File: config.mk
export PLATFORM = sky130hd
export DESIGN_NAME = bridge_interlock
export DESIGN_NICKNAME = d
export VERILOG_FILES = /design/src/rtl/bridge_pkg.sv /design/src/rtl/req_sync.sv /design/src/rtl/phase_gate.sv /design/src/rtl/bridge_interlock.sv
export SDC_FILE = /design/constraint.sdc
export NUM_CORES = 1
export LEC_CHECK = 0
export ABC_AREA = 0
export BUFFER_PORTS_ARGS = -buffer_cell sky130_fd_sc_hd__buf_2
export CORE_MARGIN = 10
export CORE_UTILIZATION = 52
export CTS_CLUSTER_SIZE = 28
export DETAILED_ROUTE_END_ITERATION = 8
export PLACE_DENSITY_LB_ADDON = 0.15
export SLEW_MARGIN = 20
export SYNTH_ARGS = -nofsm -noshare
export SYNTH_HDL_FRONTEND = slang
export SYNTH_SLANG_ARGS = --single-unit
File: constraint.sdc
create_clock -name clk -period 1.37 [get_ports clk]
set_input_delay 0 -clock clk [delete_from_list [all_inputs] [get_ports clk]]
set_output_delay 0 -clock clk [all_outputs]
set_load 0.005 [all_outputs]
File: src/rtl/bridge_pkg.sv
`timescale 1ns/1ps
package bridge_pkg;

  typedef enum logic [1:0] {
    SIDE_NONE = 2'b00,
    SIDE_HI   = 2'b01,
    SIDE_LO   = 2'b10
  } side_e;

  // A phase asks for a side only when exactly one request is high.
  function automatic side_e pick_side(input logic up, input logic dn);
    if (up && !dn)      return SIDE_HI;
    else if (dn && !up) return SIDE_LO;
    else                return SIDE_NONE;
  endfunction

endpackage

File: src/rtl/req_sync.sv
`timescale 1ns/1ps
module req_sync #(
  parameter int WIDTH  = 6,
  parameter int STAGES = 2
) (
  input  logic             clk,
  input  logic             rst_n,
  input  logic [WIDTH-1:0] d,
  output logic [WIDTH-1:0] q
);

  logic [WIDTH-1:0] stg_q [STAGES];

  always_ff @(posedge clk or negedge rst_n) begin
    if (!rst_n) begin
      for (int k = 0; k < STAGES; k++) stg_q[k] <= '0;
    end else begin
      stg_q[0] <= d;
      for (int k = 1; k < STAGES; k++) stg_q[k] <= stg_q[k-1];
    end
  end

  assign q = stg_q[STAGES-1];

endmodule

File: src/rtl/phase_gate.sv
`timescale 1ns/1ps
module phase_gate
  import bridge_pkg::*;
#(
  parameter int DEAD_CYCLES = 8
) (
  input  logic clk,
  input  logic rst_n,
  input  logic hi_s,
  input  logic lo_s,
  output logic hi_en,
  output logic lo_en
);

  localparam int CNT_W = $clog2(DEAD_CYCLES + 1);
  localparam logic [CNT_W-1:0] CNT_DONE = CNT_W'(DEAD_CYCLES);

  side_e            want;
  side_e            tgt_q;
  logic [CNT_W-1:0] cnt_q;
  logic             on_q;

  assign want = pick_side(hi_s, lo_s);

  // Any change of the requested side drops the output at once and restarts
  // the count; a steady request counts up and then turns on.
  always_ff @(posedge clk or negedge rst_n) begin
    if (!rst_n) begin
      tgt_q <= SIDE_NONE;
      cnt_q <= '0;
      on_q  <= 1'b0;
    end else if (want != tgt_q) begin
      tgt_q <= want;
      cnt_q <= (want == SIDE_NONE) ? '0 : CNT_W'(1);
      on_q  <= 1'b0;
    end else if (want != SIDE_NONE) begin
      if (cnt_q == CNT_DONE) on_q  <= 1'b1;
      else                   cnt_q <= cnt_q + 1'b1;
    end
  end

  assign hi_en = on_q && (tgt_q == SIDE_HI);
  assign lo_en = on_q && (tgt_q == SIDE_LO);

endmodule

File: src/rtl/bridge_interlock.sv
`timescale 1ns/1ps
module bridge_interlock #(
  parameter int PHASES      = 3,
  parameter int DEAD_CYCLES = 8,
  parameter int SYNC_STAGES = 2
) (
  input  logic              clk,
  input  logic              rst_n,
  input  logic [PHASES-1:0] hi_req,
  input  logic [PHASES-1:0] lo_req,
  output logic [PHASES-1:0] hi_en,
  output logic [PHASES-1:0] lo_en
);

  localparam int REQ_W = 2 * PHASES;

  logic [REQ_W-1:0] req_raw;
  logic [REQ_W-1:0] req_s;

  assign req_raw = {lo_req, hi_req};

  req_sync #(
    .WIDTH (REQ_W),
    .STAGES(SYNC_STAGES)
  ) u_sync (
    .clk  (clk),
    .rst_n(rst_n),
    .d    (req_raw),
    .q    (req_s)
  );

  for (genvar g = 0; g < PHASES; g++) begin : g_phase
    phase_gate #(
      .DEAD_CYCLES(DEAD_CYCLES)
    ) u_gate (
      .clk  (clk),
      .rst_n(rst_n),
      .hi_s (req_s[g]),
      .lo_s (req_s[PHASES+g]),
      .hi_en(hi_en[g]),
      .lo_en(lo_en[g])
    );
  end

endmodule

# Yosys cells after proc, flatten, opt, wreduce, memory -nomap -nowiden

Cells that the tools add are included.

Bits in registers: 33
Input port bits: 8
Output and inout bits: 6

$add $sub $neg: 3
Equal/unequal tests: 15
Multiplexer cells: 27
Reduce and logical (&&, ||, !) cells: 36

Operators by type and width:

| kind                                                                  | count |
|---|---|
| 4-bit two-way mux                                                     | 9 |
| 2-bit nonzero test                                                    | 9 |
| 4-bit by 1-bit adder with 4-bit output, second input constant         | 3 |
| 4-bit equality test, second input constant                            | 3 |
| 1-bit logical AND                                                     | 12 |
| 1-bit two-way mux                                                     | 12 |
| 2-bit two-way mux                                                     | 6 |
| 2-bit AND reduction                                                   | 6 |
| 2-bit by 1-bit equality test with 1-bit output, second input constant | 3 |
| 2-bit equality test, second input constant                            | 3 |
| 1-bit logical NOT                                                     | 6 |
| 2-bit logical NOT                                                     | 3 |
| 2-bit by 1-bit != test with 1-bit output, second input constant       | 3 |
| 2-bit != test                                                         | 3 |

# Longest topological paths before layout

Depth after elaboration: 7
Gate-level depth with buffers: 5

# Cells and area by module

A second synthesis with hierarchy kept.

Cell total of the unflattened synthesis: 147
Area total of the unflattened synthesis: 1,569.0 µm²

By module, submodules not included:

| module     | times used | cells each | area each (µm²) | seq. area each (µm²) |
|---|---|---|---|---|
| phase_gate | 3          | 43         | 407.9           | 175.2 |
| req_sync   | 1          | 18         | 345.3           | 300.3 |

# Worst setup path before layout

OpenSTA, ideal clock, no wires.

Path kind: register to register
From: register u_sync.stg_q, in the netlist u_sync.q[4]
To: register g_phase[1].u_gate.cnt_q[2]
Data arrival time: 1.348 ns
Path slack: -0.056 ns
Stages on the path, launching flop included: 5
Period minus slack after synthesis: 1.426 ns
Path through: dfrtp_1 inv_1 ha_1 or4_1 a21oi_1

Cells in the longest elaborated chain, start to end: 6
Elaborated cells between the ends (all ways): 11
Those cells by class: 2 x eq/ne; 3 x mux; 6 x reduce/logical

RTL lines:

| what                                                                                     | RTL line                           | RTL |
|---|---|---|
| start: declaration                                                                       | req_sync.sv:12                     | `logic [WIDTH-1:0] stg_q [STAGES];` |
| 1-bit logical AND or 1-bit logical NOT (tied branches)                                   | bridge_pkg.sv:13, bridge_pkg.sv:12 |  |
| 2-bit two-way mux or 1-bit logical AND (tied branches)                                   | bridge_pkg.sv:13, bridge_pkg.sv:12 |  |
| 2-bit two-way mux (*)                                                                    | bridge_pkg.sv:12                   | `if (up && !dn) return SIDE_HI;` |
| 2-bit != test or 2-bit nonzero test (tied branches)                                      | phase_gate.sv:32, phase_gate.sv:36 |  |
| 2-bit by 1-bit != test with 1-bit output (no line) or 2-bit nonzero test (tied branches) | --                                 |  |
| 2-bit AND reduction (no line)                                                            | --                                 |  |
| end signal: assignment                                                                   | phase_gate.sv:34                   | `cnt_q <= (want == SIDE_NONE) ? '0 : CNT_W'(1);` |
| end signal: assignment                                                                   | phase_gate.sv:38                   | `else cnt_q <= cnt_q + 1'b1;` |
| end: declaration                                                                         | phase_gate.sv:20                   | `logic [CNT_W-1:0] cnt_q;` |

Every way passes the cells marked *; elsewhere a longest branch is shown, timed or not.
A chain may end at the register's enable or synchronous reset.

# Worst setup path after layout

From: register g_phase[1].u_gate.cnt_q[1]
To: register g_phase[1].u_gate.cnt_q[2]

Cells in the longest elaborated chain, start to end: 4
Elaborated cells between the ends (all ways): 7
Those cells by class: 1 x add/sub; 2 x eq/ne; 3 x mux; 1 x reduce/logical

RTL lines:

| what                                   | RTL line         | RTL |
|---|---|---|
| 4-bit by 1-bit adder with 4-bit output | phase_gate.sv:38 |  |
| 4-bit two-way mux                      | phase_gate.sv:37 | `if (cnt_q == CNT_DONE) on_q <= 1'b1;` |
| 4-bit two-way mux                      | phase_gate.sv:36 | `end else if (want != SIDE_NONE) begin` |
| 4-bit two-way mux                      | phase_gate.sv:32 | `end else if (want != tgt_q) begin` |

Parallel ways exist; a longest one is shown, timed or not. The select of a mux whose other input is x is not followed.

==> metrics.md <==
| Metric | Value |
|---|---|
| Mapped Nets | 165 |
| Worst EP required | 1.64 ns |
| Synth Instances | 145 |
| RePlAce Congestion | 0.811 |
| Multi-input combinational cell area | 744 um^2 |
| Placed inst area | 0.00168 mm^2 |
| Ranking of synthesized cells by instance count | dfrtp_1, inv_1, ha_1, a21oi_1, nor2_1 |
| CTS tree | done |
| Crit start category | register |
| Slew HR | 0.733 |
| Total of warnings raised by yosys | 0 |
| Number of synthesized flops with an enable pin | 0 |
| Die area | 0.00558 mm^2 |
| Critical Path AT | 1.69 ns |
| Unique masters post-synth | 27 |
| Total clock sinks | 33 |
| Dpl hpwl | 1.89 mm |
| CP Capture Type | register |
| Avg WL per Cell | 13.1 um |
| Max Freq | 704 MHz |
| Drt pass-1 iters | 4 |
| Mean post-synth cell area | 10.7 um^2 |
| Tcrit/Tclk final | 1.04 |
| Area contributors post-synth | dfrtp_1, ha_1, inv_1, xnor2_1, a21oi_1 |
| PnR worst setup slack | -0.0501 ns |
| CTS Buffer Depth | 2 |
| Register bit total from synthesis | 33 |
| Sequential area share after synthesis | 0.531 |
| Post-synthesis instance area | 0.00156 mm^2 |
| # diodes | 0 |
| Pins Over Slew Limit | 0 |
| Worst-path clk slew | 0.10 ns |
| Port buffer count | 13 |
| CTS Buf Count | 5 |
| CP startpoint | g_phase[1].u_gate.cnt_q[1]$_DFFE_PN0P_ |
| Slew of the pin with the lowest slew margin | 0.400 ns |
| Die H | 74.7 um |
| Final antenna-violating net count | 0 |
| Vias in the first global route | 1041 |
| Final nets | 197 |
| Finished Cell Area | 0.00202 mm^2 |
| Worst R2R Path Depth | 5 |
| Total track usage | 0.104 |
| Final setup fails | 2 |
| Post-route minimum period | 1.42 ns |
| Initial DRC count | 30 |
| Status | finished with violations |
| Most frequent cell after synthesis | dfrtp_1 |
| First-pass GRT wire length | 4.48 mm |
| Vias/cell | 5.18 |
| Largest net degree at the start of global routing | 34 |
| CP max FO | 3 |
| Post-synth top area share | 0.531 |
| Htree depth | 2 |
| Worst vdd ir | 0.777 mV |
| RSZ-0062 raised after global routing | yes |
| Leakage | 0.955 nW |
| Critical path start-end classification | reg2reg |
| Final hold viol count | 0 |
| Power density over the cells | 1030 mW/mm^2 |
| Maxcap violations | 0 |
| Synth area leader | dfrtp_1 |
| Die X | 74.7 um |
| Vias | 1083 |
| Worst r2r src | g_phase[1].u_gate.cnt_q[1]$_DFFE_PN0P_ |
| Initial Utilization | 0.554 |
| FF-to-FF setup slack | -0.05 ns |
| Initial antenna violation count | 0 |
| Share of layout cells above drive strength 1 | 0.360 |
| Drt drc | 0 |
| Core box area | 0.00281 mm^2 |
| Failing checks | setup timing |
| Sequential cell area | 827 um^2 |
| Min-delay worst type | in2async |
| P&R area growth vs syn | 29.8% |
| Latest clock arrival within the worst-skew pair | 0.33 ns |
| Commonest register cell after synthesis | dfrtp_1 |
| FP Rows | 19 |
| IO Count | 14 |
| Total negative slack | -0.0829 ns |
| Setup Skew | 0.00500 ns |
| Asr flop ratio synth | 1.00 |
| # fillers | 193 |
| Clock Root Buffer | clkbuf_4 |
| Routed WL | 2.74 mm |
| Global route overflow | 0 |
## path summary, 6_finish.rpt
kind	to
worst min-delay path	g_phase[2].u_gate.cnt_q[2]$_DFFE_PN0P_
worst max register to register	g_phase[1].u_gate.cnt_q[2]$_DFFE_PN0P_
max in group asynchronous	g_phase[1].u_gate.cnt_q[0]$_DFFE_PN0P_
min in group clk	u_sync.stg_q[10]$_DFF_PN0_
worst min register to register	u_sync.q[2]$_DFF_PN0_
worst max-delay path	g_phase[1].u_gate.cnt_q[2]$_DFFE_PN0P_
## area by class of cell
type                       count  share of cell area
inverter                      18              0.0353
timing repair buffer          37               0.139
clock buffer                   5              0.0186
clock inverter                 3             0.00868
multi-input combinational     82               0.369
tap                           31              0.0192
sequential                    33               0.410
## per-layer routing
metal  vias up  track usage  routed length (um)
met4         0       0.0441                  52
met1       524        0.122                1230
met2        17        0.165                1350
met5         -            0                   0
li1        537            -                   -
met3         5       0.0420                 102
## where the power goes
group          leakage, nW  switching [mW]  internal, mW
clock network       0.0310           0.328         0.193
registers            0.417          0.0556          1.04
logic                0.507           0.214         0.252
## worst max-delay path, stage by stage, from the launching register on
cell and delay, ns:
dfrtp_1 0.43, inv_2 0.06, ha_4 0.16, and3b_1 0.17
or4_4 0.41, a21oi_2 0.13
## sequential cells by signal, summed over array words and instances, names as in the netlist
signal / cells
g_phase.u_gate.cnt_q: 12
g_phase.u_gate.tgt_q: 6
u_sync.q: 6
u_sync.stg_q: 6
g_phase.u_gate.on_q: 3
## stage by stage
step	power [mW]	instances	utilization	hold WS, ns	setup WS [ns]
after floorplan	1.30	145	-	-0.296	-0.000109
after global placement	1.41	186	0.600	0.0436	-0.0267
after detailed placement	1.43	186	0.600	0.0451	-0.0504
after CTS	2.02	204	0.666	0.200	-0.0551
after global routing	2.22	209	0.719	0.222	-0.115
final	2.08	209	0.719	0.203	-0.0501
## logic make-up (layout without fill, tap and decap cells)
kind of cell	count (synthesis)	after routing	share of synthesized area
xor+xnor	9	9	0.0507
buf+inv	30	63	0.0877
flops	33	33	0.531
compound gates	21	21	0.0805
fa+ha+maj	12	12	0.0965
simple gates	39	39	0.147
mux	1	1	0.00644
## what timing repair did
item | 4_1_cts | 5_1_grt
endpoints found under the hold margin | 39 | 0
resized for setup | 12 | 24
hold buffers | 7 | 0
buffers inserted | 3 | 6
gates cloned | 0 | 0
pin swaps | 3 | 14
endpoints found under the setup margin | 4 | 11
## cell usage in the layout (no fill, tap or decap), types with 2 or more instances in the layout
cell / count
a21o_1: 2
a21oi_1: 7
a21oi_2: 3
and2_1: 2
and3b_1: 4
buf_2: 13
buf_4: 12
buf_6: 5
clkbuf_4: 5
clkinv_2: 2
clkinvlp_4: 2
dfrtp_1: 32
dlygate4sd3_1: 7
ha_1: 6
ha_2: 2
ha_4: 4
inv_1: 13
inv_2: 4
nand2_1: 4
nand2_2: 2
nand3_1: 4
nand3b_1: 4
nand4_1: 2
nand4b_1: 3
nor2_1: 9
o21ai_0: 2
or4_4: 2
xnor2_1: 2
xnor2_2: 2
xnor2_4: 2
xor2_1: 3
No activity file was read; power rests on OpenSTA's default activity.
